===== config.mk =====
export PLATFORM = sky130hd
export DESIGN_NAME = deadband_pair
export DESIGN_NICKNAME = d
export VERILOG_FILES = /design/src/rtl/deadband_pkg.sv /design/src/rtl/deadband_delay_unit.sv /design/src/rtl/deadband_polarity.sv /design/src/rtl/deadband_pair.sv
export SDC_FILE = /design/constraint.sdc
export NUM_CORES = 1
export LEC_CHECK = 0
export BUFFER_PORTS_ARGS = -buffer_cell sky130_fd_sc_hd__buf_2
export CORE_ASPECT_RATIO = 1.2
export CORE_MARGIN = 5
export CORE_UTILIZATION = 62
export CTS_CLUSTER_DIAMETER = 150
export CTS_CLUSTER_SIZE = 25
export DETAILED_ROUTE_END_ITERATION = 8
export PLACE_DENSITY_LB_ADDON = 0.12
export REMOVE_ABC_BUFFERS = 1
export SETUP_SLACK_MARGIN = 0.15
export SYNTH_ARGS = -nofsm -noshare
export SYNTH_HDL_FRONTEND = slang
export SYNTH_SLANG_ARGS = --single-unit

===== constraint.sdc =====
create_clock -name clk -period 4.3 [get_ports clk]
set_clock_uncertainty 0.05 [all_clocks]
set_input_delay 1.29 -clock clk [delete_from_list [all_inputs] [get_ports clk]]
set_output_delay 1.29 -clock clk [all_outputs]
set_load 0.02 [all_outputs]

===== src/rtl/deadband_pkg.sv =====
package deadband_pkg;
    typedef enum logic [1:0] {
        ST_IDLE = 2'd0,
        ST_WAIT = 2'd1,
        ST_ON   = 2'd2
    } db_state_e;

    localparam int DB_CNT_W   = 10;
    localparam int DB_N_PATHS = 2;
endpackage


===== src/rtl/deadband_delay_unit.sv =====
module deadband_delay_unit
    import deadband_pkg::*;
#(
    parameter int CW = DB_CNT_W
) (
    input  logic          clk,
    input  logic          rst_n,
    input  logic          src,
    input  logic          en,
    input  logic          half,
    input  logic [CW-1:0] dly,
    output logic          act
);
    db_state_e     st, st_n;
    logic [CW-1:0] rem, rem_n;
    logic          ph, ph_n;

    // state register
    always_ff @(posedge clk or negedge rst_n) begin
        if (!rst_n) begin
            st  <= ST_IDLE;
            rem <= '0;
            ph  <= 1'b0;
        end else begin
            st  <= st_n;
            rem <= rem_n;
            ph  <= ph_n;
        end
    end

    // transitions
    always_comb begin
        st_n  = st;
        rem_n = rem;
        ph_n  = ph;
        if (!en) begin
            st_n  = src ? ST_ON : ST_IDLE;   // bypass
            rem_n = '0;
            ph_n  = 1'b0;
        end else begin
            unique case (st)
                ST_IDLE: begin
                    if (src) begin
                        if (dly == '0) begin
                            st_n = ST_ON;     // immediate
                        end else begin
                            st_n  = ST_WAIT;  // start: capture delay
                            rem_n = dly;
                            ph_n  = 1'b0;
                        end
                    end
                end
                ST_WAIT: begin
                    if (!src) begin
                        st_n = ST_IDLE;       // cancel
                    end else begin
                        ph_n = ~ph;
                        if (!half || ph) begin
                            if (rem == CW'(1)) st_n = ST_ON;   // expire
                            else               rem_n = rem - 1'b1;
                        end
                    end
                end
                ST_ON: begin
                    if (!src) st_n = ST_IDLE; // release
                end
                default: st_n = ST_IDLE;
            endcase
        end
    end

    // outputs
    always_comb begin
        act = (st == ST_ON);
    end
endmodule


===== src/rtl/deadband_polarity.sv =====
module deadband_polarity (
    input  logic raw,
    input  logic inv,
    output logic o
);
    always_comb begin
        o = raw ^ inv;
    end
endmodule


===== src/rtl/deadband_pair.sv =====
module deadband_pair
    import deadband_pkg::*;
#(
    parameter int CW = DB_CNT_W
) (
    input  logic          clk,
    input  logic          rst_n,
    input  logic          pwm_in,
    input  logic [CW-1:0] rise_dly,
    input  logic [CW-1:0] fall_dly,
    input  logic          rise_en,
    input  logic          fall_en,
    input  logic          rise_inv,
    input  logic          fall_inv,
    input  logic          half_rate,
    output logic          out_a,
    output logic          out_b
);
    localparam int NP = DB_N_PATHS;

    logic          src  [NP];
    logic          en   [NP];
    logic          inv  [NP];
    logic [CW-1:0] dly  [NP];
    logic          act  [NP];
    logic          raw  [NP];
    logic          pol  [NP];

    always_comb begin
        src[0] = pwm_in;
        src[1] = ~pwm_in;
        en[0]  = rise_en;
        en[1]  = fall_en;
        dly[0] = rise_dly;
        dly[1] = fall_dly;
        inv[0] = rise_inv;
        inv[1] = fall_inv;
        raw[0] = act[0];
        raw[1] = ~act[1];   // B path: falling-edge delayed copy of the input
        out_a  = pol[0];
        out_b  = pol[1];
    end

    for (genvar p = 0; p < NP; p++) begin : g_path
        deadband_delay_unit #(.CW(CW)) u_dly (
            .clk   (clk),
            .rst_n (rst_n),
            .src   (src[p]),
            .en    (en[p]),
            .half  (half_rate),
            .dly   (dly[p]),
            .act   (act[p])
        );
        deadband_polarity u_pol (
            .raw (raw[p]),
            .inv (inv[p]),
            .o   (pol[p])
        );
    end
endmodule


Word-level counts from Yosys, hierarchy flattened. Cells that the tools add are included.

Register bits: 26. Input bits: 28. Output and inout port bits: 2. Word-level logic and storage cells: 92.

Add/sub/neg operators: 2. Eq/ne operators: 24. Mux-type cells: 42. Bitwise gates (word level): 5. Reduce and logical (&&, ||, !) cells: 13.

Operators by type and width (count): $mux W10 (12); $pmux W10 S2 (2); $mux W2 (16); $ne A3 B3 Y1 const B (10); $eq A10 B1 Y1 const B (2); $logic_not A10 Y1 (2); $sub A10 B1 Y10 const B (2); $ne A4 B3 Y1 const B (4); $reduce_and A4 Y1 (4); $pmux W2 S3 (2); $reduce_and A6 Y1 (2); $mux W1 (8); $ne A3 B1 Y1 const B (2); $ne A3 B2 Y1 const B (2); $eq A2 B1 Y1 const B (2); $eq A2 B2 Y1 const B (2); $logic_not A2 Y1 (2); $pmux W1 S2 (2); $not A1 Y1 (3); $logic_or A1 B1 Y1 (2); $xor A1 B1 Y1 (2); $logic_not A1 Y1 (1).

Logic depth before layout (Yosys ltp).
Depth in word-level cells: 6. Mapped depth: 8. Depth with buffers taken out: 6.

Cells and area by module. Synthesis repeated with hierarchy kept, for this count alone.

Cells, all modules: 244. Area, all modules: 2034.5 um^2.

Modules (own cells, without submodules): deadband_delay_unit (times used 2, cells each 120, area each 1004.7 um^2, seq. area each 325.3 um^2); deadband_polarity (times used 2, cells each 1, area each 8.8 um^2, seq. area each 0.0 um^2); deadband_pair (times used 1, cells each 2, area each 7.5 um^2, seq. area each 0.0 um^2).

Worst setup path after synthesis. OpenSTA, ideal clock, no wires.

Path kind: input to output. Start point: input rise_inv. End point: output out_a. Arrival: 1.672 ns. Required time: 2.960 ns. Setup slack: 1.288 ns. Cell stages on the path: 1. Buffers on the path: 0. Path through: xnor2_1.

Word-level cells in the longest chain between the ends: 1.

RTL lines: from (decl) (line deadband_pair.sv:13) `input logic rise_inv,`; $xor A1 B1 Y1 (line deadband_polarity.sv:7) `o = raw ^ inv;`; to (decl) (line deadband_pair.sv:16) `output logic out_a,`.

No other way between the ends.

Final worst setup path.
Start point: input fall_inv. End point: output out_b.

Word-level cells in the longest chain between the ends: 1.

RTL lines: from (decl) (line deadband_pair.sv:14) `input logic fall_inv,`; $xor A1 B1 Y1 (line deadband_polarity.sv:7); to (decl) (line deadband_pair.sv:17) `output logic out_b`.

No other way between the ends.

==> impl_metrics.yaml <==
setup_path:
  worst-r2r-setup-slack_ns: 1.95
  timing_worst_setup_path_type: "in2out"
  worstPathMaxFanout: 1
  crit_arrival_ns: 1.70
  critical_path.reg2reg.startpoint: "g_path[0].u_dly.rem[1]$_DFFE_PN0P_"
  critPathCapture: "out_b"
  worst_path_required_time_ns: 2.96
  critical_path.endpoint_type: "output port"
  rr_endpoint: "g_path[0].u_dly.rem[5]$_DFFE_PN0P_"
  r2r.worst_path.cells: 6
  worst_setup_path_startpoint: "fall_inv"
  setup.worst_path.start_class: "input pin"
cts:
  cts_hold_repair.buffers: 0
  cts.htree.levels: 1
  post_cts.resized_instances: 0
  clock_insertion_delay_worst_skew_ns: 0.32
  numClockSinks: 26
  cts_root_buf: "sky130_fd_sc_hd__clkbuf_4"
  clk_path_buf_depth: 2
  clock_pin_slew_reported_for_the_worst_setup_and_hold_paths_after_clock_tree_synthesis_ns: 0.14
  cts-buffers-inserted: 3
  post_cts_buffers: 0
  tritoncts_clock_tree: "done"
synth:
  postSynthRegisterBits: 26
  synthDominantCellAreaShare: 0.3178
  synth-seq-area-share: 0.3178
  ys_top_cells_by_count: "sky130_fd_sc_hd__nand2_1 (28), sky130_fd_sc_hd__dfrtp_1 (26), sky130_fd_sc_hd__clkbuf_1 (13)"
  yosysWarningCount: 0
  post_synth_num_cell_types: 62
  synth.largest_area_cell: "sky130_fd_sc_hd__dfrtp_1"
  synth_async_sr_flop_share: 1.000
  yosys_most_used_dff: "sky130_fd_sc_hd__dfrtp_1"
  synth_area_per_cell_sq_um: 8.529
  synth_edf_count: 0
  ys_top_cells_by_area: "sky130_fd_sc_hd__dfrtp_1 (32%), sky130_fd_sc_hd__nand2_1 (5.1%), sky130_fd_sc_hd__a41oi_1 (3.0%)"
  netlist_area_sq_mm: 0.002047
  yosys.cell_count.top_type: "sky130_fd_sc_hd__nand2_1"
  synth_cells: 240
global_routing:
  initial_antenna_violation_count: 0
  grt_start_max_net_pins: 27
  global_route.peak_usage_layer: "met2"
  global_route.usage.met2: 0.3986
  grt_use_met3: 0.03852
  grt_pass1_vias: 1906
  grt_pass1_wl_mm: 8.638
  globalRouteMet1Util: 0.2782
  gr-usage-all-layers: 0.2296
  grt_overflow_total: 0
final_layout:
  layout.cell_area.non_filler_sq_mm: 0.002187
  finish.cell_count_without_fillers: 292
  layout-area-overhead-vs-synth_pct: 6.846
  ff_latch_area_sq_um: 650.6
  multi_input_area_sq_mm: 0.001275
  utilization: 0.7031
  num-fill-cells: 288
  num-nets-final: 290
  antenna-diode-count: 0
  post_route_cells_drive_above_1_share: 0.1875
sta:
  hold-worst-slack_ns: 0.5059
  fmax_mhz: 328.4
  finalSetupViolations: 0
  fin_crit_ns: 3.045
  maxSlewHeadroom: 0.4523
  final.period_utilization: 0.7081
  final_hold_viol_count: 0
  timing_worst_slew_pin_value_ns: 0.8140
  setup_total_negative_slack_ns: 0
  postLayoutSetupSlackWorst_ns: 1.255
  final-max-slew-violation-count: 0
  grt_setup_unrepaired: "no"
power_and_ir_drop:
  clock_power_share: 0.177
  leakage_power_figure_nw: 0.9249
  power.switching_mw: 0.2111
  worst_ir_drop_vdd_mv: 0.1727
  power_mw: 0.5870
  p_int_mw: 0.3758
  seqPwrFrac: 0.495
  pwr-share-comb: 0.328
  power-per-cell-area_mw_per_mm2: 268.4
  switching_power_as_a_share_of_total_power: 0.3597
drt:
  avgViaCountPerCell: 6.969
  average_wire_length_per_cell_after_detail_routing_microns: 17.90
  detail_route.wirelength_mm: 5.226
  drtPass1Iterations: 5
  drt_drc_violations_left: 0
  routed_vias: 2035
  drtIter0Drc: 217
  postRouteAntennaNets: 0
die:
  die_h_microns: 72.94
  ios: 30
  rows: 22
  fp.dieW_microns: 62.45
  core_area_sq_mm: 0.003110
  fp.dieArea_sq_mm: 0.004555
  start_util: 0.6581
placement:
  placer_s_final_routability_congestion_estimate: 0.9443
  place_ws_ns: 1.119
  placedCellCount: 289
  place.port_buffers: 29
  placed_instance_area_sq_mm: 0.002165
  detailedPlacementHpwl_mm: 3.801
job:
  timing.max_cap.violations: 0
outcome:
  outcome: "completed"
worst_hold_path:
  worst_hold_path_type: "reg2reg"
==> cell families after synthesis <==
logic type      share of synthesized area
simple gates                       0.2787
compound gates                     0.3007
buf+inv                           0.05929
flops                              0.3178
fa+ha+maj                         0.02445
xor+xnor                         0.008559
mux                               0.01039
==> flip-flops by register name, indices dropped and copies added (netlist names) <==
name              cells
g_path.u_dly.rem     20
g_path.u_dly.st       4
g_path.u_dly.ph       2
==> routing by layer <==
metal | wire length, microns | part of all wire
met3 | 344 | 0.066
met2 | 2587 | 0.50
met4 | 115 | 0.022
met1 | 2179 | 0.42
met5 | 0 | 0
==> how the worst min path moves through the flow <==
stage                                  startpoint                            endpoint  slack (ns)  cells after the start
4_1_cts        g_path[1].u_dly.rem[6]$_DFFE_PN0P_  g_path[1].u_dly.rem[6]$_DFFE_PN0P_        0.51                      2
3_5_place_dp   g_path[1].u_dly.rem[6]$_DFFE_PN0P_  g_path[1].u_dly.rem[6]$_DFFE_PN0P_        0.49                      2
6_report       g_path[1].u_dly.rem[6]$_DFFE_PN0P_  g_path[1].u_dly.rem[6]$_DFFE_PN0P_        0.51                      2
3_3_place_gp       g_path[1].u_dly.ph$_DFFE_PN0P_      g_path[1].u_dly.ph$_DFFE_PN0P_        0.48                      1
2_1_floorplan  g_path[1].u_dly.rem[6]$_DFFE_PN0P_  g_path[1].u_dly.rem[6]$_DFFE_PN0P_        0.45                      2
5_1_grt        g_path[1].u_dly.rem[6]$_DFFE_PN0P_  g_path[1].u_dly.rem[6]$_DFFE_PN0P_        0.53                      2
==> final cells by class <==
class | instances | area share
well taps | 36 | 0.02059
inverters | 11 | 0.01888
multi-input cells | 186 | 0.5830
clock buffers | 3 | 0.01030
flip-flops and latches | 26 | 0.2975
repair buffers | 30 | 0.06979
==> worst max-delay path, stage by stage <==
cell and delay, ns:
sky130_fd_sc_hd__buf_2 0.10, sky130_fd_sc_hd__xnor2_1 0.13, sky130_fd_sc_hd__buf_2 0.18
==> power by group through the flow <==
stage / registers, mW / clock network, mW / logic [mW]
6_report: 0.291 / 0.104 / 0.192
4_1_cts: 0.290 / 0.108 / 0.189
3_3_place_gp: 0.294 / 0 / 0.188
5_1_grt: 0.295 / 0.115 / 0.211
2_1_floorplan: 0.287 / 0 / 0.130
3_5_place_dp: 0.295 / 0 / 0.188
==> cells in the final DEF (no fill, tap or decap), drive strengths merged, types with 4 or more instances in the layout <==
master / instances
nand3: 6
ha: 4
a31o: 8
a41oi: 7
or4: 6
dfrtp: 26
o31ai: 4
a21oi: 7
o211ai: 5
inv: 11
nor4: 6
a221o: 5
nor2b: 8
buf: 30
nand2: 28
o21ai: 6
a21o: 5
nand2b: 6
o22ai: 4
a221oi: 4
nor2: 12
nor3: 6
(Power assumes the default switching activity.)
